==> src/rtl/sw1_serial_encoder.sv <==
module sw1_serial_encoder #(
  parameter int SETTLE_CYC = 250,
  parameter int PULSE_CYC  = 2
) (
  input  logic       clk,
  input  logic       rst_n,
  input  logic       start,
  input  logic [7:0] frame,
  input  logic       hw_clear,
  output logic       busy,
  output logic       done,
  output logic       line_o
);
  localparam int CW = $clog2(SETTLE_CYC + 1);
  localparam logic [CW-1:0] S1 = CW'(SETTLE_CYC - 1);
  localparam logic [CW-1:0] P1 = CW'(PULSE_CYC - 1);

  typedef enum logic [2:0] {
    IDLE, BIT_LO, BIT_HI, LATCH_HI, LATCH_LO, CLR_LO, CLR_HI, RECOV
  } st_t;

  st_t           st;
  logic [CW-1:0] cnt;
  logic [7:0]    sh;
  logic [2:0]    idx;
  logic          hw;
  logic          tick;

  assign tick   = (cnt == '0);
  assign busy   = (st != IDLE);
  assign line_o = !(st == BIT_LO || st == LATCH_LO || st == CLR_LO);

  always_ff @(posedge clk) begin
    if (!rst_n) begin
      st   <= IDLE;
      cnt  <= '0;
      sh   <= '0;
      idx  <= '0;
      hw   <= 1'b0;
      done <= 1'b0;
    end else begin
      done <= 1'b0;
      case (st)
        IDLE: if (start) begin
          sh  <= {1'b1, frame[6:0]};
          idx <= '0;
          hw  <= hw_clear;
          cnt <= P1;
          st  <= BIT_LO;
        end
        BIT_LO: if (tick) begin
          cnt <= sh[7] ? P1 : S1;
          st  <= BIT_HI;
        end else cnt <= cnt - 1'b1;
        BIT_HI: if (tick) begin
          if (idx == 3'd7) begin
            if (hw) begin
              st   <= IDLE;
              done <= 1'b1;
            end else begin
              cnt <= S1;
              st  <= LATCH_HI;
            end
          end else begin
            idx <= idx + 1'b1;
            sh  <= {sh[6:0], 1'b0};
            cnt <= sh[6] ? P1 : S1;
            st  <= BIT_LO;
          end
        end else cnt <= cnt - 1'b1;
        LATCH_HI: if (tick) begin
          cnt <= S1;
          st  <= LATCH_LO;
        end else cnt <= cnt - 1'b1;
        LATCH_LO: if (tick) begin
          cnt <= P1;
          idx <= '0;
          st  <= CLR_LO;
        end else cnt <= cnt - 1'b1;
        CLR_LO: if (tick) begin
          cnt <= P1;
          st  <= CLR_HI;
        end else cnt <= cnt - 1'b1;
        CLR_HI: if (tick) begin
          if (idx == 3'd7) begin
            cnt <= S1;
            st  <= RECOV;
          end else begin
            idx <= idx + 1'b1;
            cnt <= P1;
            st  <= CLR_LO;
          end
        end else cnt <= cnt - 1'b1;
        RECOV: if (tick) begin
          st   <= IDLE;
          done <= 1'b1;
        end else cnt <= cnt - 1'b1;
        default: st <= IDLE;
      endcase
    end
  end
endmodule

==> config.mk <==
export PLATFORM = sky130hd
export DESIGN_NAME = sw1_serial_encoder
export DESIGN_NICKNAME = d
export VERILOG_FILES = /design/src/rtl/sw1_serial_encoder.sv
export SDC_FILE = /design/constraint.sdc
export NUM_CORES = 1
export LEC_CHECK = 0
export BUFFER_PORTS_ARGS = -buffer_cell sky130_fd_sc_hd__buf_2
export CAP_MARGIN = 0
export CORE_MARGIN = 2
export CORE_UTILIZATION = 61
export CTS_CLUSTER_DIAMETER = 200
export CTS_CLUSTER_SIZE = 24
export DETAILED_ROUTE_END_ITERATION = 12
export GPL_ROUTABILITY_DRIVEN = 1
export PLACE_DENSITY = 0.82
export SYNTH_ARGS = -nofsm -noshare
export SYNTH_HDL_FRONTEND = slang
export SYNTH_SLANG_ARGS = --single-unit
export TNS_END_PERCENT = 50
==> constraint.sdc <==
create_clock -name clk -period 3.24 [get_ports clk]
set_clock_uncertainty 0.05 [all_clocks]
set_input_delay 0.486 -clock clk [delete_from_list [all_inputs] [get_ports clk]]
set_output_delay 0.486 -clock clk [all_outputs]
set_load 0.005 [all_outputs]
==> results.yml, run 1 <==
pwr:
  p_per_area_nw_per_um2: 1040
  vdd.ir_drop.worst_mv: 0.607
  intPower_w: 0.000821
  power_leakage_nw: 0.598
  switchingPower_w: 0.000725
  sw_frac_of_total_pct: 46.9
  power_frac_clock_pct: 14.1
  combPwrFrac_pct: 52.4
  seq_power_share_pct: 33.5
yosys:
  ys.flop_type: "dfxtp_1"
  yosysSeqAreaShare_pct: 34.7
  synth_edf_count: 0
  yosysWarnings: 0
  synth_area_per_cell_um2: 7.91
  synth_seq_cells: 24
  ys_types: 43
  netlist_top_cells_area: "dfxtp_1 35%, nand2_1 7.0%, nor2_1 5.4%, a311oi_1 4.4%, ha_1 3.6%"
  synth_cells: 175
  synth_area_leader_cell: "dfxtp_1"
  synth_fp_nets: 191
  netlist_area_um2: 1390
  async_flop_share_pct: 0
  synth_top_cell_area_share_pct: 34.7
grt:
  grt_pass1_wl_um: 5410
  grt_max_degree: 17
  grt-ovfl-total: 0
  grt_util_all_layers_pct: 26.6
  antenna_found_initial: 0
  grt_pass1_vias: 1231
layout:
  utilization_pct: 68.7
  drive_gt1_share_pct: 11.5
  seqCellArea_um2: 480
  final_cell_mix: "26 x nand2_1, 24 x dfxtp_1, 20 x nor2_1, 13 x buf_2"
  syn_to_final_growth_pct: 7.68
  final_common_cell: "nand2_1"
  multiInputGateArea_um2: 825
  fin_nets: 199
  layoutNonFillerInstCount: 210
  n_antenna_cell: 0
  num-fill-cells: 196
placed_design:
  numPortBuffers: 13
  place_congestion: 0.875
  dp.cells: 206
  hpwl_um: 2310
route:
  vias_per_cell: 6.46
  via_count: 1356
  detail_route.wl_per_cell_um: 15.0
  firstDrtPassIters: 4
  wl_um: 3160
  drc: 0
  drtIter0Drc: 25
  ant_nets: 0
sta:
  drv_slew: 0
  period_needed_ns: 2.61
  finalHoldViolations: 0
  setup_viol: 0
  tns_ns: 0
  post-route-period-util_pct: 80.5
  worst_pin_slew_ns: 0.619
  slew_headroom_pct: 58.4
  rsz0062_at_grt: "no"
  max_freq_mhz: 383
clocking:
  cts_setup_buffers: 0
  holdBufCountCts: 0
  cts_tree: "built"
  clockRootBuffer: "clkbuf_4"
  h-tree-depth: 1
  clockBufferDepth: 2
  clock_latency_ns: 0.32
  clk_pin_slew_ns: 0.14
  numCtsBuffers: 3
  cts_resized: 0
  clock-sinks: 24
die:
  coreArea_um2: 2170
  chipHeight_um: 51.7
  fp.dieW_um: 51.7
  die-area_um2: 2670
  ioPinCount: 15
  num_rows: 17
  start_util_pct: 63.8
setup_path:
  crit_type: "register to register"
  start_kind: "register"
  end_kind: "register"
  required_ns: 3.43
  critPathMaxFanout: 15
  cp_data_arrival_time_ns: 2.80
job:
  cap_violations: 0
run_status:
  outcome: "finished, final reports clean"
min_path:
  hp-class: "input port to register"
-- registers in the layout, summed over array words and instances (netlist names) --
register,flops
cnt,8
sh,8
idx,3
st,3
done,1
hw,1
-- cells by family after synthesis --
group | count (synthesis) | synth area share (%)
simple gates | 83 | 30.2
compound gates | 39 | 21.7
flops | 24 | 34.7
buf+inv | 19 | 5.78
fa+ha+maj | 4 | 3.61
xor+xnor | 3 | 1.90
mux | 3 | 2.17
-- power groups by stage --
| stage | sequential [W] | combinational (W) | clock, W |
|---|---|---|---|
| floorplan | 0.000461 | 0.000693 | 0 |
| global placement | 0.000513 | 0.000757 | 0 |
| detailed placement | 0.000520 | 0.000797 | 0 |
| CTS | 0.000514 | 0.000802 | 0.000220 |
| global route | 0.000536 | 0.000901 | 0.000237 |
| finish | 0.000518 | 0.000810 | 0.000219 |
-- worst max-delay path, cell delays in order (launching register included) --
cell and delay, ns:
dfxtp_1 0.40, nor4_1 0.55, nand4b_1 0.46, o31ai_4 0.68, nor2_1 0.11, a311oi_1 0.27
-- through the flow --
| step | power (W) | worst slack (ns) | cell area (um^2) | hold WS [ns] |
|---|---|---|---|---|
| after floorplan | 0.00115 | 1.17 | 1390 | 0.388 |
| after detailed placement | 0.00132 | 0.726 | 1440 | 0.410 |
| after global placement | 0.00127 | 0.814 | 1440 | 0.396 |
| final | 0.00155 | 0.631 | 1490 | 0.361 |
| after CTS | 0.00154 | 0.684 | 1490 | 0.359 |
| after global routing | 0.00167 | 0.452 | 1490 | 0.345 |
-- synthesized netlist by cell type, types with 3 or more instances --
library cell,count
and2_1,3
nand2_1,26
nand2b_1,3
ha_1,4
clkbuf_1,7
nor2_1,20
nor3_1,9
o221ai_1,3
nand3_1,8
o211ai_1,4
inv_1,9
o21ai_0,5
a311oi_1,7
dfxtp_1,24
a21oi_1,6
mux2i_1,3
-- path summary, 6_finish.rpt --
| path | startpoint | depth (start not counted) | slack (ns) | end |
|---|---|---|---|---|
| max | cnt[2]$_SDFFE_PN0P_ | 5 | 0.63 | sh[6]$_SDFFE_PN0P_ |
| min | frame[1] | 3 | 0.36 | sh[1]$_SDFFE_PN0P_ |
| max reg2reg | cnt[2]$_SDFFE_PN0P_ | 5 | 0.63 | sh[6]$_SDFFE_PN0P_ |
| min reg2reg | idx[1]$_SDFFE_PN0P_ | 2 | 0.43 | idx[1]$_SDFFE_PN0P_ |
-- final cells by class --
class	instances	share of cell area, %
repair buffers	13	4.36
multi-input cells	132	55.3
flip-flops and latches	24	32.2
inverters	9	2.27
clock buffers	3	1.51
well taps	28	2.35
clock inverters	1	2.01
-- layer usage --
metal  GRT usage, %  routed length [um]  up-vias
met5              0                   0        -
met4           14.0                  68        0
met3           3.74                 149       13
met2           44.4                1570       50
met1           33.0                1360      645
li1               -                   -      648
No activity file was read; power rests on OpenSTA's default activity.
==> inputs of run 2 (changes only) <==
--- a/config.mk
+++ b/config.mk
@@ -8,12 +8,12 @@
 export BUFFER_PORTS_ARGS = -buffer_cell sky130_fd_sc_hd__buf_2
 export CAP_MARGIN = 0
 export CORE_MARGIN = 2
-export CORE_UTILIZATION = 61
+export CORE_UTILIZATION = 57
 export CTS_CLUSTER_DIAMETER = 200
 export CTS_CLUSTER_SIZE = 24
 export DETAILED_ROUTE_END_ITERATION = 12
 export GPL_ROUTABILITY_DRIVEN = 1
-export PLACE_DENSITY = 0.82
+export PLACE_DENSITY = 0.78
 export SYNTH_ARGS = -nofsm -noshare
 export SYNTH_HDL_FRONTEND = slang
 export SYNTH_SLANG_ARGS = --single-unit
==> constraint.sdc (replaced) <==
create_clock -name clk -period 2.7 [get_ports clk]
set_clock_uncertainty 0.05 [all_clocks]
set_input_delay 0.405 -clock clk [delete_from_list [all_inputs] [get_ports clk]]
set_output_delay 0.405 -clock clk [all_outputs]
set_load 0.005 [all_outputs]
==> run 2 against run 1 <==
Against the previous run:
- first-iteration DRC count shrank 12%
- sequential power grew 20%
- final cell count grew 0.95%
- register-to-register slack lost 0.38 ns
- setup slack lost 0.38 ns
- critical endpoint is now sh[2]$_SDFFE_PN0P_
==> results.yml, run 2 (synthesis gave the netlist of run 1 again) <==
run_status:
  outcome: "finished, final reports clean"
pwr:
  p_per_area_nw_per_um2: 1280
  power_frac_clock_pct: 13.7
  sw_frac_of_total_pct: 46.3
  power_leakage_nw: 0.608
  switchingPower_w: 0.000891
  seq_power_share_pct: 32.2
  vdd.ir_drop.worst_mv: 0.801
  intPower_w: 0.00103
  combPwrFrac_pct: 54.1
setup_path:
  startpoint: "cnt[2]$_SDFFE_PN0P_"
  r2r_slack_ns: 0.25
  required_ns: 2.89
  rr_worst_depth: 5
  crit_type: "register to register"
  critPathMaxFanout: 15
  r2r_end: "sh[2]$_SDFFE_PN0P_"
  cp_data_arrival_time_ns: 2.63
  reg2reg_from: "cnt[2]$_SDFFE_PN0P_"
  end_kind: "register"
  start_kind: "register"
layout:
  finalInstanceArea_um2: 1510
  num-fill-cells: 206
  multiInputGateArea_um2: 825
  top_regs: "cnt (8), sh (8)"
  fin_nets: 201
  n_antenna_cell: 0
  utilization_pct: 66.8
  syn_to_final_growth_pct: 8.76
  final_common_cell: "nand2_1"
  final_cell_mix: "26 x nand2_1, 24 x dfxtp_1, 20 x nor2_1, 13 x buf_2"
  seqCellArea_um2: 480
  drive_gt1_share_pct: 12.5
grt:
  antenna_found_initial: 0
  grt_util_all_layers_pct: 25.1
  grt-ovfl-total: 0
  grt_pass1_vias: 1187
  grt_pass1_wl_um: 5250
  grt_max_degree: 17
sta:
  post-route-period-util_pct: 90.6
  finalHoldViolations: 0
  setup_viol: 0
  drv_slew: 0
  rsz0062_at_grt: "no"
  worst_pin_slew_ns: 0.647
  max_freq_mhz: 409
  period_needed_ns: 2.45
  slew_headroom_pct: 56.5
  tns_ns: 0
clocking:
  clock-sinks: 24
  clk_pin_slew_ns: 0.14
  h-tree-depth: 1
  clockBufferDepth: 2
  cts_resized: 0
  cts_setup_buffers: 0
  holdBufCountCts: 0
  clock_latency_ns: 0.32
  clockRootBuffer: "clkbuf_4"
  numCtsBuffers: 3
  cts_tree: "built"
placed_design:
  hpwl_um: 2340
  placed_area_um2: 1450
  numPortBuffers: 13
  place_congestion: 0.814
route:
  vias_per_cell: 6.17
  wl_um: 3120
  ant_nets: 0
  via_count: 1307
  detail_route.wl_per_cell_um: 14.7
  drtIter0Drc: 22
  firstDrtPassIters: 4
  drc: 0
min_path:
  min_to: "sh[3]$_SDFFE_PN0P_"
  hold-path-cell-count: 3
  min_from: "frame[3]"
  hp-class: "input port to register"
die:
  start_util_pct: 61.4
  coreArea_um2: 2250
  num_rows: 17
  chipHeight_um: 53.3
  fp.dieW_um: 53.3
  die-area_um2: 2840
  ioPinCount: 15
job:
  cap_violations: 0
-- run 2: cell count changes in the layout (fill, tap and decap cells not counted) --
cell / delta
buf_4: +2
-- run 2: per-layer routing --
layer  GRT usage [%]  share of wire (%)  up-vias
met3            5.93                4.5        7
met2            41.2                 49       37
met4            10.7                1.6        0
met5               0                  0        -
li1                -                  -      652
met1            31.0                 45      611
-- run 2: final cells by class --
cell class	instances	share of cell area (%)
inverters	9	2.24
clock buffers	3	1.50
clock inverters	1	1.99
repair buffers	15	5.32
multi-input cells	132	54.7
well taps	28	2.33
flip-flops and latches	24	31.9
-- run 2: how the worst max path moves through the flow --
stage | cells past startpoint | to | slack [ns]
detailed placement | 5 | sh[2]$_SDFFE_PN0P_ | 0.41
global route | 5 | sh[2]$_SDFFE_PN0P_ | 0.20
floorplan | 6 | idx[1]$_SDFFE_PN0P_ | 0.63
CTS | 5 | sh[2]$_SDFFE_PN0P_ | 0.36
finish | 5 | sh[2]$_SDFFE_PN0P_ | 0.25
global placement | 5 | sh[2]$_SDFFE_PN0P_ | 0.52
-- run 2: stage by stage --
stage	cells	setup WS, ns	hold WS [ns]	power, W
detailed placement	208	0.411	0.409	0.00165
global route	212	0.196	0.267	0.00208
floorplan	175	0.628	0.388	0.00138
finish	212	0.254	0.275	0.00193
global placement	208	0.524	0.398	0.00159
CTS	212	0.358	0.276	0.00191
-- run 2: power by group through the flow --
stage	Clock [W]	Combinational [W]	Sequential, W
after detailed placement	0	0.00102	0.000624
final	0.000263	0.00104	0.000620
after floorplan	0	0.000831	0.000553
after global placement	0	0.000971	0.000617
after global routing	0.000284	0.00116	0.000639
after CTS	0.000266	0.00103	0.000615
-- run 2: worst max-delay path, cell delays in order, from the launching register on --
cell and delay (ns):
dfxtp_1 0.39, nor4_1 0.59, nand4b_1 0.32, o31ai_4 0.63, nor2_1 0.10, a311oi_1 0.29
